File: config.mk
export PLATFORM = sky130hd
export DESIGN_NAME = irq_distributor
export DESIGN_NICKNAME = d
export VERILOG_FILES = /design/src/rtl/irqd_pkg.sv /design/src/rtl/irqd_ctrl.sv /design/src/rtl/irqd_arb.sv /design/src/rtl/irqd_state.sv /design/src/rtl/irq_distributor.sv
export SDC_FILE = /design/constraint.sdc
export NUM_CORES = 2
export LEC_CHECK = 0
export ABC_CLOCK_PERIOD_IN_PS = 113000
export BUFFER_PORTS_ARGS = -buffer_cell sky130_fd_sc_hd__buf_2
export CELL_PAD_IN_SITES_DETAIL_PLACEMENT = 0
export CELL_PAD_IN_SITES_GLOBAL_PLACEMENT = 1
export CORE_ASPECT_RATIO = 1.25
export CORE_MARGIN = 8
export CORE_UTILIZATION = 45
export DETAILED_ROUTE_END_ITERATION = 12
export MAX_ROUTING_LAYER = met4
export PLACE_DENSITY = 0.83
export SLEW_MARGIN = 10
export SYNTH_ARGS = -nofsm -noshare
export SYNTH_HDL_FRONTEND = slang
export SYNTH_SLANG_ARGS = --single-unit
File: constraint.sdc
create_clock -name clk -period 113 [get_ports clk]
set_clock_uncertainty 0.15 [all_clocks]
set_input_delay 16.95 -clock clk [delete_from_list [all_inputs] [get_ports clk]]
set_output_delay 16.95 -clock clk [all_outputs]
set_load 0.005 [all_outputs]
File: src/rtl/irqd_pkg.sv
package irqd_pkg;
  localparam int NCORE  = 2;
  localparam int NSGI   = 16;
  localparam int NPPI   = 16;
  localparam int NSPI   = 16;
  localparam int NBANK  = NSGI + NPPI;
  localparam int NID    = NBANK + NSPI;
  localparam int IDX_W  = $clog2(NID);
  localparam int BIDX_W = $clog2(NBANK);
  localparam int SIDX_W = $clog2(NSPI);
  localparam int SGI_W  = $clog2(NSGI);
  localparam int CORE_W = (NCORE > 1) ? $clog2(NCORE) : 1;
  localparam int ID_W   = 10;
  localparam int PRIO_W = 4;
  localparam int ADDR_W = 8;
  localparam int DATA_W = 16;

  localparam logic [ID_W-1:0]   SPURIOUS_ID = '1;
  localparam logic [ADDR_W-1:0] ADDR_CTRL   = 8'h00;
  localparam logic [ADDR_W-1:0] ADDR_SGI    = 8'h01;
  localparam logic [ADDR_W-1:0] CFG_BASE    = 8'h40;

  localparam int CFG_PRIO_LSB = 4;
  localparam int CFG_TGT_LSB  = 8;
  localparam int SGI_MASK_LSB = 4;
  localparam int SGI_ALL_BIT  = 8;

  typedef struct packed {
    logic                        ctrlWr;
    logic                        sgiWr;
    logic                        cfgWr;
    logic                        rdCtrl;
    logic                        rdCfg;
    logic [IDX_W-1:0]            cfgIdx;
    logic [DATA_W-1:0]           data;
    logic [NCORE-1:0]            sgiMask;
    logic [SGI_W-1:0]            sgiIdx;
    logic [NCORE-1:0]            eoiHit;
    logic [NCORE-1:0][IDX_W-1:0] eoiIdx;
  } strobe_t;
endpackage

File: src/rtl/irqd_ctrl.sv
module irqd_ctrl
  import irqd_pkg::*;
(
  input  logic [ADDR_W-1:0]     regAddr,
  input  logic                  regWrEn,
  input  logic [DATA_W-1:0]     regWrData,
  input  logic [NCORE-1:0]      eoiReq,
  input  logic [NCORE*ID_W-1:0] eoiId,
  output strobe_t               stb
);
  logic [ADDR_W-1:0] cfgOff;
  logic              inCfg;
  logic [ID_W-1:0]   eid;

  always_comb begin
    cfgOff = regAddr - CFG_BASE;
    inCfg  = (regAddr >= CFG_BASE) && (cfgOff < ADDR_W'(NID));
    stb        = '0;
    stb.data   = regWrData;
    stb.ctrlWr = regWrEn && (regAddr == ADDR_CTRL);
    stb.sgiWr  = regWrEn && (regAddr == ADDR_SGI);
    stb.cfgWr  = regWrEn && inCfg;
    stb.rdCtrl = (regAddr == ADDR_CTRL);
    stb.rdCfg  = inCfg;
    stb.cfgIdx = cfgOff[IDX_W-1:0];
    stb.sgiIdx = regWrData[SGI_W-1:0];
    if (stb.sgiWr)
      stb.sgiMask = regWrData[SGI_ALL_BIT] ? '1 : regWrData[SGI_MASK_LSB +: NCORE];
    eid = '0;
    for (int c = 0; c < NCORE; c++) begin
      eid = eoiId[c*ID_W +: ID_W];
      stb.eoiHit[c] = eoiReq[c] && (eid < ID_W'(NID));
      stb.eoiIdx[c] = eid[IDX_W-1:0];
    end
  end
endmodule

File: src/rtl/irqd_arb.sv
module irqd_arb
  import irqd_pkg::*;
(
  input  logic [NID-1:0]             cand,
  input  logic [NID-1:0][PRIO_W-1:0] prio,
  output logic                       offerValid,
  output logic [IDX_W-1:0]           offerIdx,
  output logic [ID_W-1:0]            offerId
);
  logic [PRIO_W-1:0] bestP;

  // strict less-than while scanning upward keeps the lowest ID on a tie
  always_comb begin
    offerValid = 1'b0;
    offerIdx   = '0;
    bestP      = '1;
    for (int i = 0; i < NID; i++) begin
      if (cand[i] && (!offerValid || prio[i] < bestP)) begin
        offerValid = 1'b1;
        bestP      = prio[i];
        offerIdx   = IDX_W'(i);
      end
    end
    offerId = offerValid ? ID_W'(offerIdx) : SPURIOUS_ID;
  end
endmodule

File: src/rtl/irqd_state.sv
module irqd_state
  import irqd_pkg::*;
(
  input  logic                              clk,
  input  logic                              rstN,
  input  strobe_t                           stb,
  input  logic [NCORE-1:0][NPPI-1:0]        ppiLine,
  input  logic [NSPI-1:0]                   spiLine,
  input  logic [NCORE-1:0]                  ackTake,
  input  logic [NCORE-1:0][IDX_W-1:0]       ackIdx,
  output logic [NCORE-1:0][NID-1:0]         cand,
  output logic [NID-1:0][PRIO_W-1:0]        prio,
  output logic                              gEnOut,
  output logic [DATA_W-1:0]                 rdData
);
  // state bit 0 = pending, bit 1 = active
  logic                               gEn;
  logic [NID-1:0]                     en;
  logic [NID-1:0][PRIO_W-1:0]         prioQ;
  logic [NSPI-1:0][NCORE-1:0]         tgt;
  logic [NCORE-1:0][NBANK-1:0][1:0]   bankSt, bankNx;
  logic [NSPI-1:0][1:0]               spiSt, spiNx;
  logic [NSPI-1:0][CORE_W-1:0]        spiOwner, ownNx;
  logic                               hitAck, hitEoi, take, drop;
  logic [CORE_W-1:0]                  who;
  logic [IDX_W-1:0]                   ackOff0;
  logic                               unusedBits;

  assign ackOff0    = ackIdx[0] - IDX_W'(NBANK);
  assign unusedBits = ^{stb.data[DATA_W-1:CFG_TGT_LSB+NCORE], stb.data[CFG_PRIO_LSB-1:1],
                        ackOff0[IDX_W-1:SIDX_W]};
  assign gEnOut = gEn;
  assign prio   = prioQ;

  always_comb begin
    bankNx = bankSt;
    spiNx  = spiSt;
    ownNx  = spiOwner;
    hitAck = 1'b0; hitEoi = 1'b0; take = 1'b0; drop = 1'b0; who = '0;
    for (int c = 0; c < NCORE; c++) begin
      for (int i = 0; i < NSGI; i++) begin
        hitAck = ackTake[c] && (ackIdx[c] == IDX_W'(i));
        hitEoi = stb.eoiHit[c] && (stb.eoiIdx[c] == IDX_W'(i));
        bankNx[c][i][1] = (bankSt[c][i][1] && !hitEoi) || hitAck;
        bankNx[c][i][0] = (bankSt[c][i][0] && !hitAck) ||
                          (stb.sgiMask[c] && (stb.sgiIdx == SGI_W'(i)));
      end
      for (int k = 0; k < NPPI; k++) begin
        hitAck = ackTake[c] && (ackIdx[c] == IDX_W'(NSGI + k));
        hitEoi = stb.eoiHit[c] && (stb.eoiIdx[c] == IDX_W'(NSGI + k));
        bankNx[c][NSGI+k][1] = (bankSt[c][NSGI+k][1] && !hitEoi) || hitAck;
        bankNx[c][NSGI+k][0] = ppiLine[c][k];
      end
    end
    for (int j = 0; j < NSPI; j++) begin
      take = 1'b0; drop = 1'b0; who = '0;
      for (int c = 0; c < NCORE; c++) begin
        if (!take && ackTake[c] && (ackIdx[c] == IDX_W'(NBANK + j))) begin
          take = 1'b1;
          who  = CORE_W'(c);
        end
        if (stb.eoiHit[c] && (stb.eoiIdx[c] == IDX_W'(NBANK + j)) &&
            (spiOwner[j] == CORE_W'(c)))
          drop = 1'b1;
      end
      spiNx[j] = {(spiSt[j][1] && !drop) || take, spiLine[j]};
      if (take) ownNx[j] = who;
    end
  end

  always_comb begin
    for (int c = 0; c < NCORE; c++) begin
      for (int i = 0; i < NBANK; i++)
        cand[c][i] = gEn && en[i] && (bankSt[c][i] == 2'b01);
      for (int j = 0; j < NSPI; j++)
        cand[c][NBANK+j] = gEn && en[NBANK+j] && (spiSt[j] == 2'b01) && tgt[j][c];
    end
  end

  always_ff @(posedge clk or negedge rstN) begin
    if (!rstN) begin
      gEn      <= 1'b0;
      en       <= '0;
      prioQ    <= '0;
      tgt      <= '0;
      bankSt   <= '0;
      spiSt    <= '0;
      spiOwner <= '0;
    end else begin
      bankSt   <= bankNx;
      spiSt    <= spiNx;
      spiOwner <= ownNx;
      if (stb.ctrlWr) gEn <= stb.data[0];
      if (stb.cfgWr) begin
        en[stb.cfgIdx]    <= stb.data[0];
        prioQ[stb.cfgIdx] <= stb.data[CFG_PRIO_LSB +: PRIO_W];
      end
      for (int j = 0; j < NSPI; j++)
        if (stb.cfgWr && (stb.cfgIdx == IDX_W'(NBANK + j)))
          tgt[j] <= stb.data[CFG_TGT_LSB +: NCORE];
    end
  end

  always_comb begin
    rdData = '0;
    if (stb.rdCtrl) rdData[0] = gEn;
    else if (stb.rdCfg) begin
      rdData[0] = en[stb.cfgIdx];
      rdData[CFG_PRIO_LSB +: PRIO_W] = prioQ[stb.cfgIdx];
      for (int j = 0; j < NSPI; j++)
        if (stb.cfgIdx == IDX_W'(NBANK + j)) rdData[CFG_TGT_LSB +: NCORE] = tgt[j];
    end
  end

  for (genvar gc = 0; gc < NCORE; gc++) begin : g_chk
    a_r2_sgi_pending: assert property (@(posedge clk) disable iff (!rstN)
      stb.sgiMask[gc] |=> bankSt[gc][BIDX_W'($past(stb.sgiIdx))][0]);
    a_r7_ack_active: assert property (@(posedge clk) disable iff (!rstN)
      (ackTake[gc] && ackIdx[gc] < IDX_W'(NBANK))
      |=> bankSt[gc][$past(ackIdx[gc][BIDX_W-1:0])][1]);
    a_r8_eoi_clears: assert property (@(posedge clk) disable iff (!rstN)
      (stb.eoiHit[gc] && stb.eoiIdx[gc] < IDX_W'(NBANK) &&
       !(ackTake[gc] && ackIdx[gc] == stb.eoiIdx[gc]))
      |=> !bankSt[gc][$past(stb.eoiIdx[gc][BIDX_W-1:0])][1]);
  end

  if (NCORE > 1) begin : g_own
    a_r10_core0_owns: assert property (@(posedge clk) disable iff (!rstN)
      (ackTake[0] && ackTake[1] && ackIdx[0] == ackIdx[1] && ackIdx[0] >= IDX_W'(NBANK))
      |=> spiOwner[$past(ackOff0[SIDX_W-1:0])] == '0);
  end
endmodule

File: src/rtl/irq_distributor.sv
module irq_distributor
  import irqd_pkg::*;
(
  input  logic                  clk,
  input  logic                  rstN,
  input  logic [ADDR_W-1:0]     regAddr,
  input  logic                  regWrEn,
  input  logic [DATA_W-1:0]     regWrData,
  output logic [DATA_W-1:0]     regRdData,
  input  logic [NCORE*NPPI-1:0] ppiLine,
  input  logic [NSPI-1:0]       spiLine,
  output logic [NCORE-1:0]      irqValid,
  output logic [NCORE*ID_W-1:0] irqId,
  input  logic [NCORE-1:0]      ackReq,
  input  logic [NCORE-1:0]      eoiReq,
  input  logic [NCORE*ID_W-1:0] eoiId
);
  strobe_t                      stb;
  logic [NCORE-1:0][NID-1:0]    cand;
  logic [NID-1:0][PRIO_W-1:0]   prio;
  logic [NCORE-1:0][IDX_W-1:0]  offerIdx;
  logic [NCORE-1:0]             ackTake;
  logic [NCORE-1:0][NPPI-1:0]   ppiByCore;
  logic                         gEn;

  assign ppiByCore = ppiLine;
  assign ackTake   = ackReq & irqValid;

  irqd_ctrl u_ctrl (
    .regAddr(regAddr), .regWrEn(regWrEn), .regWrData(regWrData),
    .eoiReq(eoiReq), .eoiId(eoiId), .stb(stb)
  );

  irqd_state u_state (
    .clk(clk), .rstN(rstN), .stb(stb), .ppiLine(ppiByCore), .spiLine(spiLine),
    .ackTake(ackTake), .ackIdx(offerIdx), .cand(cand), .prio(prio),
    .gEnOut(gEn), .rdData(regRdData)
  );

  for (genvar gc = 0; gc < NCORE; gc++) begin : g_core
    irqd_arb u_arb (
      .cand(cand[gc]), .prio(prio), .offerValid(irqValid[gc]),
      .offerIdx(offerIdx[gc]), .offerId(irqId[gc*ID_W +: ID_W])
    );
  end

  a_r5_global_gate: assert property (@(posedge clk) disable iff (!rstN)
    !gEn |-> irqValid == '0);
endmodule

== Yosys cells after proc, flatten, opt, wreduce, memory -nomap -nowiden ==
Cells that the tools add are included.

* Input bits: 99
* Register bits: 449
* Word-level logic and storage cells: 2073

* Multiplexer cells: 398
* Order comparisons: 100
* Bitwise logic cells: 17
* Reduce and logical (&&, ||, !) cells: 1095
* Add/sub/neg operators: 1
* Eq/ne operators: 300

{| class="wikitable"
|+ Operator list
! cell !! count
|-
| $logic_and A1 B1 Y1 || 661
|-
| $eq A6 B6 Y1 const B || 80
|-
| $mux W4 || 112
|-
| $eq A6 B5 Y1 const B || 64
|-
| $lt A4 B4 Y1 || 94
|-
| $logic_not A1 Y1 || 222
|-
| $logic_or A1 B1 Y1 || 206
|-
| $mux W6 || 34
|-
| $bwmux W192 || 1
|-
| $eq A6 B4 Y1 const B || 32
|-
| $mux W1 || 182
|-
| $eq A2 B1 Y1 const B || 80
|-
| $mux W5 || 32
|-
| $eq A6 B3 Y1 const B || 16
|-
| $bwmux W48 || 1
|-
| $eq A6 B2 Y1 const B || 8
|-
| $mux W2 || 22
|-
| $eq A4 B4 Y1 const B || 8
|-
| $bmux W4 S6 || 1
|-
| $demux W4 S6 || 1
|-
| $eq A6 B1 Y1 const B || 4
|-
| $logic_not A6 Y1 || 4
|-
| $mux W3 || 8
|-
| $lt A10 B6 Y1 const B || 2
|-
| 16 further kinds || 36
|}

== Logic depth before layout (Yosys ltp) ==
* Word-level depth: 199
* Mapped depth: 400

== Modules after synthesis ==
From an unflattened synthesis, not the netlist that was laid out.

* Cell total of the unflattened synthesis: 5512
* Area total of the unflattened synthesis: 46614.7 µm²

{| class="wikitable"
|+ Modules (own cells, without submodules)
! module !! area an instance (µm²) !! times used !! cells each
|-
| irqd_state || 20803.7 || 1 || 1693
|-
| irqd_arb (g_core[0].u_arb) || 12803.5 || 1 || 1844
|-
| irqd_arb (g_core[1].u_arb) || 12588.3 || 1 || 1914
|-
| irqd_ctrl || 406.6 || 1 || 59
|-
| irq_distributor || 12.5 || 1 || 2
|}

== Least setup slack after synthesis ==
No wires, ideal clock.

* Path type: register to output
* Start point: reg u_state.gEn (netlist: u_state.gEnOut)
* End point: out irqId[1]
* Path buffers: 17
* Setup slack: 29.811 ns
* Cell stages (with the launch flop): 372
* Data arrival time: 66.089 ns
* Cells stage by stage: dfrtp_1 -> nand4b_1 -> nor2_1 -> ha_1 -> and3_1 -> a31o_1 -> nor2_1 -> nor2_1 -> nor2_1 -> mux2i_1 -> inv_1 -> ha_1 -> o21ai_0 -> nor4b_2 -> o21ai_2 -> a41oi_1 -> nor3_2 -> o21ai_0 -> [336 not listed] -> buf_6 -> o21ai_0 -> ha_1 -> a21o_1 -> a221oi_1 -> nand3_1 -> nor4_1 -> a211oi_2 -> buf_4 -> nand2_1 -> o21ai_0 -> ha_1 -> a21o_1 -> a211oi_1 -> o21ai_0 -> a21oi_2 -> nor2_1 -> nand3_1

* Longest elaborated chain between the ends: 192
* Elaborated cells between the ends (all ways): 442

{| class="wikitable"
|+ Ends and longest elaborated chain
! item !! line !! source
|-
| start: declaration || irqd_state.sv:17 || <nowiki>logic gEn;</nowiki>
|-
| start signal: assignment || irqd_state.sv:93 || <nowiki>if (stb.ctrlWr) gEn <= stb.data[0];</nowiki>
|-
| $logic_and A1 B1 Y1 (2 in a row) || irqd_state.sv:74 || <nowiki>cand[c][i] = gEn && en[i] && (bankSt[c][i] == 2'b01);</nowiki>
|-
| $mux W4 / $mux W1 (equally long branches) || irqd_arb.sv:18 || <nowiki>if (cand[i] && (!offerValid || prio[i] < bestP)) begin</nowiki>
|-
| $lt A4 B4 Y1 / $logic_not A1 Y1 (equally long branches) || irqd_arb.sv:18 ||
|-
| $logic_or A1 B1 Y1 || irqd_arb.sv:18 ||
|-
| $logic_and A1 B1 Y1 || irqd_arb.sv:18 ||
|-
| $mux W4 / $mux W1 (equally long branches) || irqd_arb.sv:18 ||
|-
| $lt A4 B4 Y1 / $logic_not A1 Y1 (equally long branches) || irqd_arb.sv:18 ||
|-
| $logic_or A1 B1 Y1 || irqd_arb.sv:18 ||
|-
| [175 not listed] || n/a ||
|-
| $logic_or A1 B1 Y1 || irqd_arb.sv:18 ||
|-
| $logic_and A1 B1 Y1 || irqd_arb.sv:18 ||
|-
| $mux W4 / $mux W1 (equally long branches) || irqd_arb.sv:18 ||
|-
| $lt A4 B4 Y1 / $logic_not A1 Y1 (equally long branches) || irqd_arb.sv:18 ||
|-
| $logic_or A1 B1 Y1 || irqd_arb.sv:18 ||
|-
| $logic_and A1 B1 Y1 || irqd_arb.sv:18 ||
|-
| $mux W6 / $mux W1 (equally long branches) || irqd_arb.sv:18 ||
|-
| $mux W10 * || irqd_arb.sv:24 || <nowiki>offerId = offerValid ? ID_W'(offerIdx) : SPURIOUS_ID;</nowiki>
|-
| end: declaration || irq_distributor.sv:13 || <nowiki>output logic [NCORE*ID_W-1:0] irqId,</nowiki>
|}

Mark *: on every way between the ends. The rest lies on a longest branch, timed or not.

== Worst setup path after layout ==
* Start point: reg u_state.en[0]
* End point: out irqId[1]

* Longest elaborated chain between the ends: 192
* Elaborated cells between the ends (all ways): 332

{| class="wikitable"
|+ Ends and longest elaborated chain
! item !! line !! source
|-
| start: declaration || irqd_state.sv:18 || <nowiki>logic [NID-1:0] en;</nowiki>
|-
| start signal: indexed assignment || irqd_state.sv:95 || <nowiki>en[stb.cfgIdx] <= stb.data[0];</nowiki>
|-
| $logic_and A1 B1 Y1 * (2 in a row) || irqd_state.sv:74 ||
|-
| $mux W4 / $mux W1 (equally long branches) || irqd_arb.sv:18 ||
|-
| $lt A4 B4 Y1 / $logic_not A1 Y1 (equally long branches) || irqd_arb.sv:18 ||
|-
| $logic_or A1 B1 Y1 || irqd_arb.sv:18 ||
|-
| $logic_and A1 B1 Y1 || irqd_arb.sv:18 ||
|-
| $mux W4 / $mux W1 (equally long branches) || irqd_arb.sv:18 ||
|-
| $lt A4 B4 Y1 / $logic_not A1 Y1 (equally long branches) || irqd_arb.sv:18 ||
|-
| $logic_or A1 B1 Y1 || irqd_arb.sv:18 ||
|-
| [175 not listed] || n/a ||
|-
| $logic_or A1 B1 Y1 || irqd_arb.sv:18 ||
|-
| $logic_and A1 B1 Y1 || irqd_arb.sv:18 ||
|-
| $mux W4 / $mux W1 (equally long branches) || irqd_arb.sv:18 ||
|-
| $lt A4 B4 Y1 / $logic_not A1 Y1 (equally long branches) || irqd_arb.sv:18 ||
|-
| $logic_or A1 B1 Y1 || irqd_arb.sv:18 ||
|-
| $logic_and A1 B1 Y1 || irqd_arb.sv:18 ||
|-
| $mux W6 / $mux W1 (equally long branches) || irqd_arb.sv:18 ||
|-
| $mux W10 * || irqd_arb.sv:24 ||
|}

Marks and branches as above.

==> impl_metrics.tcl <==
set metrics [dict create \
    outcome "completed" \
    remaining_drc_errors 0 \
    yosysSeqAreaShare_pct 27.8 \
    max_stage_delay_ps 660 \
    critical_path_required_ps 95900 \
    grt_max_degree 111 \
    synth_edf_count 0 \
    cts_root_buffer "clkbuf_16" \
    wl_met2_um 70100 \
    synth_cell_types 172 \
    crit_type "flip-flop to output port" \
    whs_ps 337 \
    netlist_instances 4655 \
    routed_wl_um 147000 \
    leakagePower_nw 20.3 \
    wire_per_inst_um 24.8 \
    postCtsSetupRepairBufs 0 \
    place_congestion 0.997 \
    fin_ws_ps 17060 \
    max_freq_mhz 10.4 \
    io_pins 137 \
    nFillCells 8631 \
    h-tree-depth 2 \
    ant_nets 0 \
    crit_slowest_cell "o41a_2" \
    fp.dieArea_sq_um 99600 \
    nNetsFinal 4955 \
    cts_tree "done" \
    setup_tns_ps 0 \
    rows 123 \
    ys_ff_latch 449 \
    critPathLaunchType "flip-flop" \
    top_layer_used "met4" \
    worstPathArrival_ps 78840 \
    die_w_um 284 \
    hold_path_class "flip-flop to flip-flop" \
    vias 38100 \
    utilization_pct 48.4 \
    yosysWarnings 0 \
    slew-limit-headroom_pct 18.5 \
    synthArstFlopShare_pct 100 \
    dp_hpwl_um 113000 \
    clockBufferDepth 3 \
    dp_cells 5797 \
    cts_buffers 52 \
    track_usage_pct 29.1 \
    power_mw 0.407 \
    cts_resized 0 \
    met3WireLength_um 9390 \
    cts.sinks 449 \
    syn2layout_area_growth_pct 7.18 \
    dp_slack_ps 18490 \
    synthFlopType "dfrtp_1" \
    setup_viol 0 \
    overflow 0 \
    worstPathMaxFanout 14 \
    die_h_um 351 \
    fp.coreArea_sq_um 89400 \
    max_cap_violations 0 \
    final_cells 5906 \
    rsz0062_at_grt "no" \
    grt_pass1_wl_um 223000 \
    firstDrtPassIters 6 \
    clk-insertion-delay-late_ps 640 \
    cpMostUsedCell "ha_1" \
    drv_slew 0 \
    place_area_sq_um 41500 \
    layout-drive-gt1-share_pct 16.4 \
    timing.final.crit_share_pct 84.9 \
    cts_hold_buf 0 \
    viasPerCell 6.46 \
    synth.avg_cell_area_sq_um 8.67 \
    end_kind "output port" \
    path_clk_slew_ps 60 \
    start_util_pct 45.1 \
    fin_area_sq_um 43300 \
    antenna_found_initial 14 \
    m1WireLength_um 58600 \
    period_needed_ps 95940 \
    ir_worst_vdd_mv 0.0118 \
    drtIter0Drc 3797 \
    portBuffers 121 \
    worst_pin_slew_ps 1210 \
    grt_pass1_vias 36600 \
    synth_area_sq_um 40400 \
    hold_viol 0 \
    power_density_nw_per_um2 9.41 \
]
## state kept, by name (all words and copies together) (netlist names)
| signal | cells |
|---|---|
| u_state.spiSt | 32 |
| u_state.tgt | 32 |
| u_state.prio | 192 |
| u_state.en | 48 |
| u_state.spiOwner | 16 |
| u_state.gEnOut | 1 |
| u_state.bankSt | 128 |
## report_power, final
part,switching (mW),internal (mW),total (mW),leakage [nW]
clock,0.0746,0.103,0.178,0.869
combinational,0.0310,0.0191,0.0501,13.8
sequential,0.0123,0.167,0.179,5.68
## layout make-up
cell class	count	area (sq um)	area share, %
multi-input combinational	3768	27000	62.5
sequential	449	11200	26.0
clock buffer	72	1490	3.44
tap	1187	1490	3.43
inverter	252	946	2.19
timing repair buffer	141	771	1.78
clock inverter	25	273	0.631
antenna	12	30.0	0.0694
## kinds of logic after synthesis
kind of cell	Yosys count	synth area share [%]
and+or+nand+nor	1623	20.6
DFF	449	27.8
buffers and inverters	446	5.28
adders and majority gates	211	6.44
xor gates and xnor gates	26	0.564
muxes	422	13.7
other	1	0.00929
AOI/OAI and AO/OA	1477	25.5
## final timing paths
check,startpoint,to,slack [ps],cells past startpoint
min in group asynchronous,rstN,u_state.prio[142],16260,1
max,u_state.en[0],irqId[1],17060,361
max in group asynchronous,rstN,u_state.prio[20],93930,3
min reg2reg,u_state.bankSt[72],u_state.bankSt[72],340,2
min,u_state.bankSt[72],u_state.bankSt[72],340,2
max reg2reg,u_state.en[0],u_state.bankSt[45],33870,361
## critical path: cells and delay by family (launching register included)
kind,cells,cell delay [ps]
and+or+nand+nor,112,20910
buffers and inverters,26,1980
DFF,1,450
muxes,20,5430
adders and majority gates,47,13550
AOI/OAI and AO/OA,156,35880
## synth_stat cells (59+ instances only)
master / instances / area [sq um]
mux2i_1: 101 / 1010
a21o_1: 96 / 721
nand2_1: 482 / 1810
mux4_2: 78 / 1760
dfrtp_1: 449 / 11200
a21oi_1: 257 / 1290
nor2_1: 365 / 1370
nand3_1: 143 / 716
clkbuf_1: 94 / 353
mux2_2: 226 / 2540
ha_1: 192 / 2400
o21a_1: 81 / 608
nand2b_1: 59 / 369
nor3_1: 87 / 435
and2_1: 64 / 400
o21ai_0: 371 / 1860
inv_1: 252 / 946
## placed cells by master (no fill, tap or decap), types with 35 or more instances in the layout
| cell | Yosys | routed |
|---|---|---|
| nand3_1 | 143 | 143 |
| nand2_1 | 482 | 482 |
| a211oi_1 | 57 | 56 |
| or3_1 | 45 | 45 |
| nor2_1 | 365 | 365 |
| nand2b_1 | 59 | 59 |
| clkbuf_16 | 0 | 53 |
| dfrtp_1 | 449 | 448 |
| o21ai_1 | 43 | 43 |
| inv_1 | 252 | 252 |
| mux2_2 | 226 | 226 |
| o21a_1 | 81 | 81 |
| o211ai_1 | 42 | 42 |
| o21ai_0 | 371 | 371 |
| ha_1 | 192 | 192 |
| a21oi_1 | 257 | 257 |
| nand4_1 | 43 | 43 |
| and2_1 | 64 | 64 |
| nand4b_1 | 57 | 57 |
| mux2i_1 | 101 | 101 |
| a21o_1 | 96 | 96 |
| nor2b_1 | 35 | 35 |
| nor3_1 | 87 | 87 |
| mux4_2 | 78 | 78 |
| buf_2 | 7 | 118 |
| a31oi_1 | 56 | 56 |
## per-layer routing
metal,up-vias,global-route usage (%)
met5,-,-
met4,0,14.1
met3,358,3.88
met2,1512,48.7
met1,18700,34.7
li1,17500,-
Note: power is estimated with default switching activity, not from simulation.
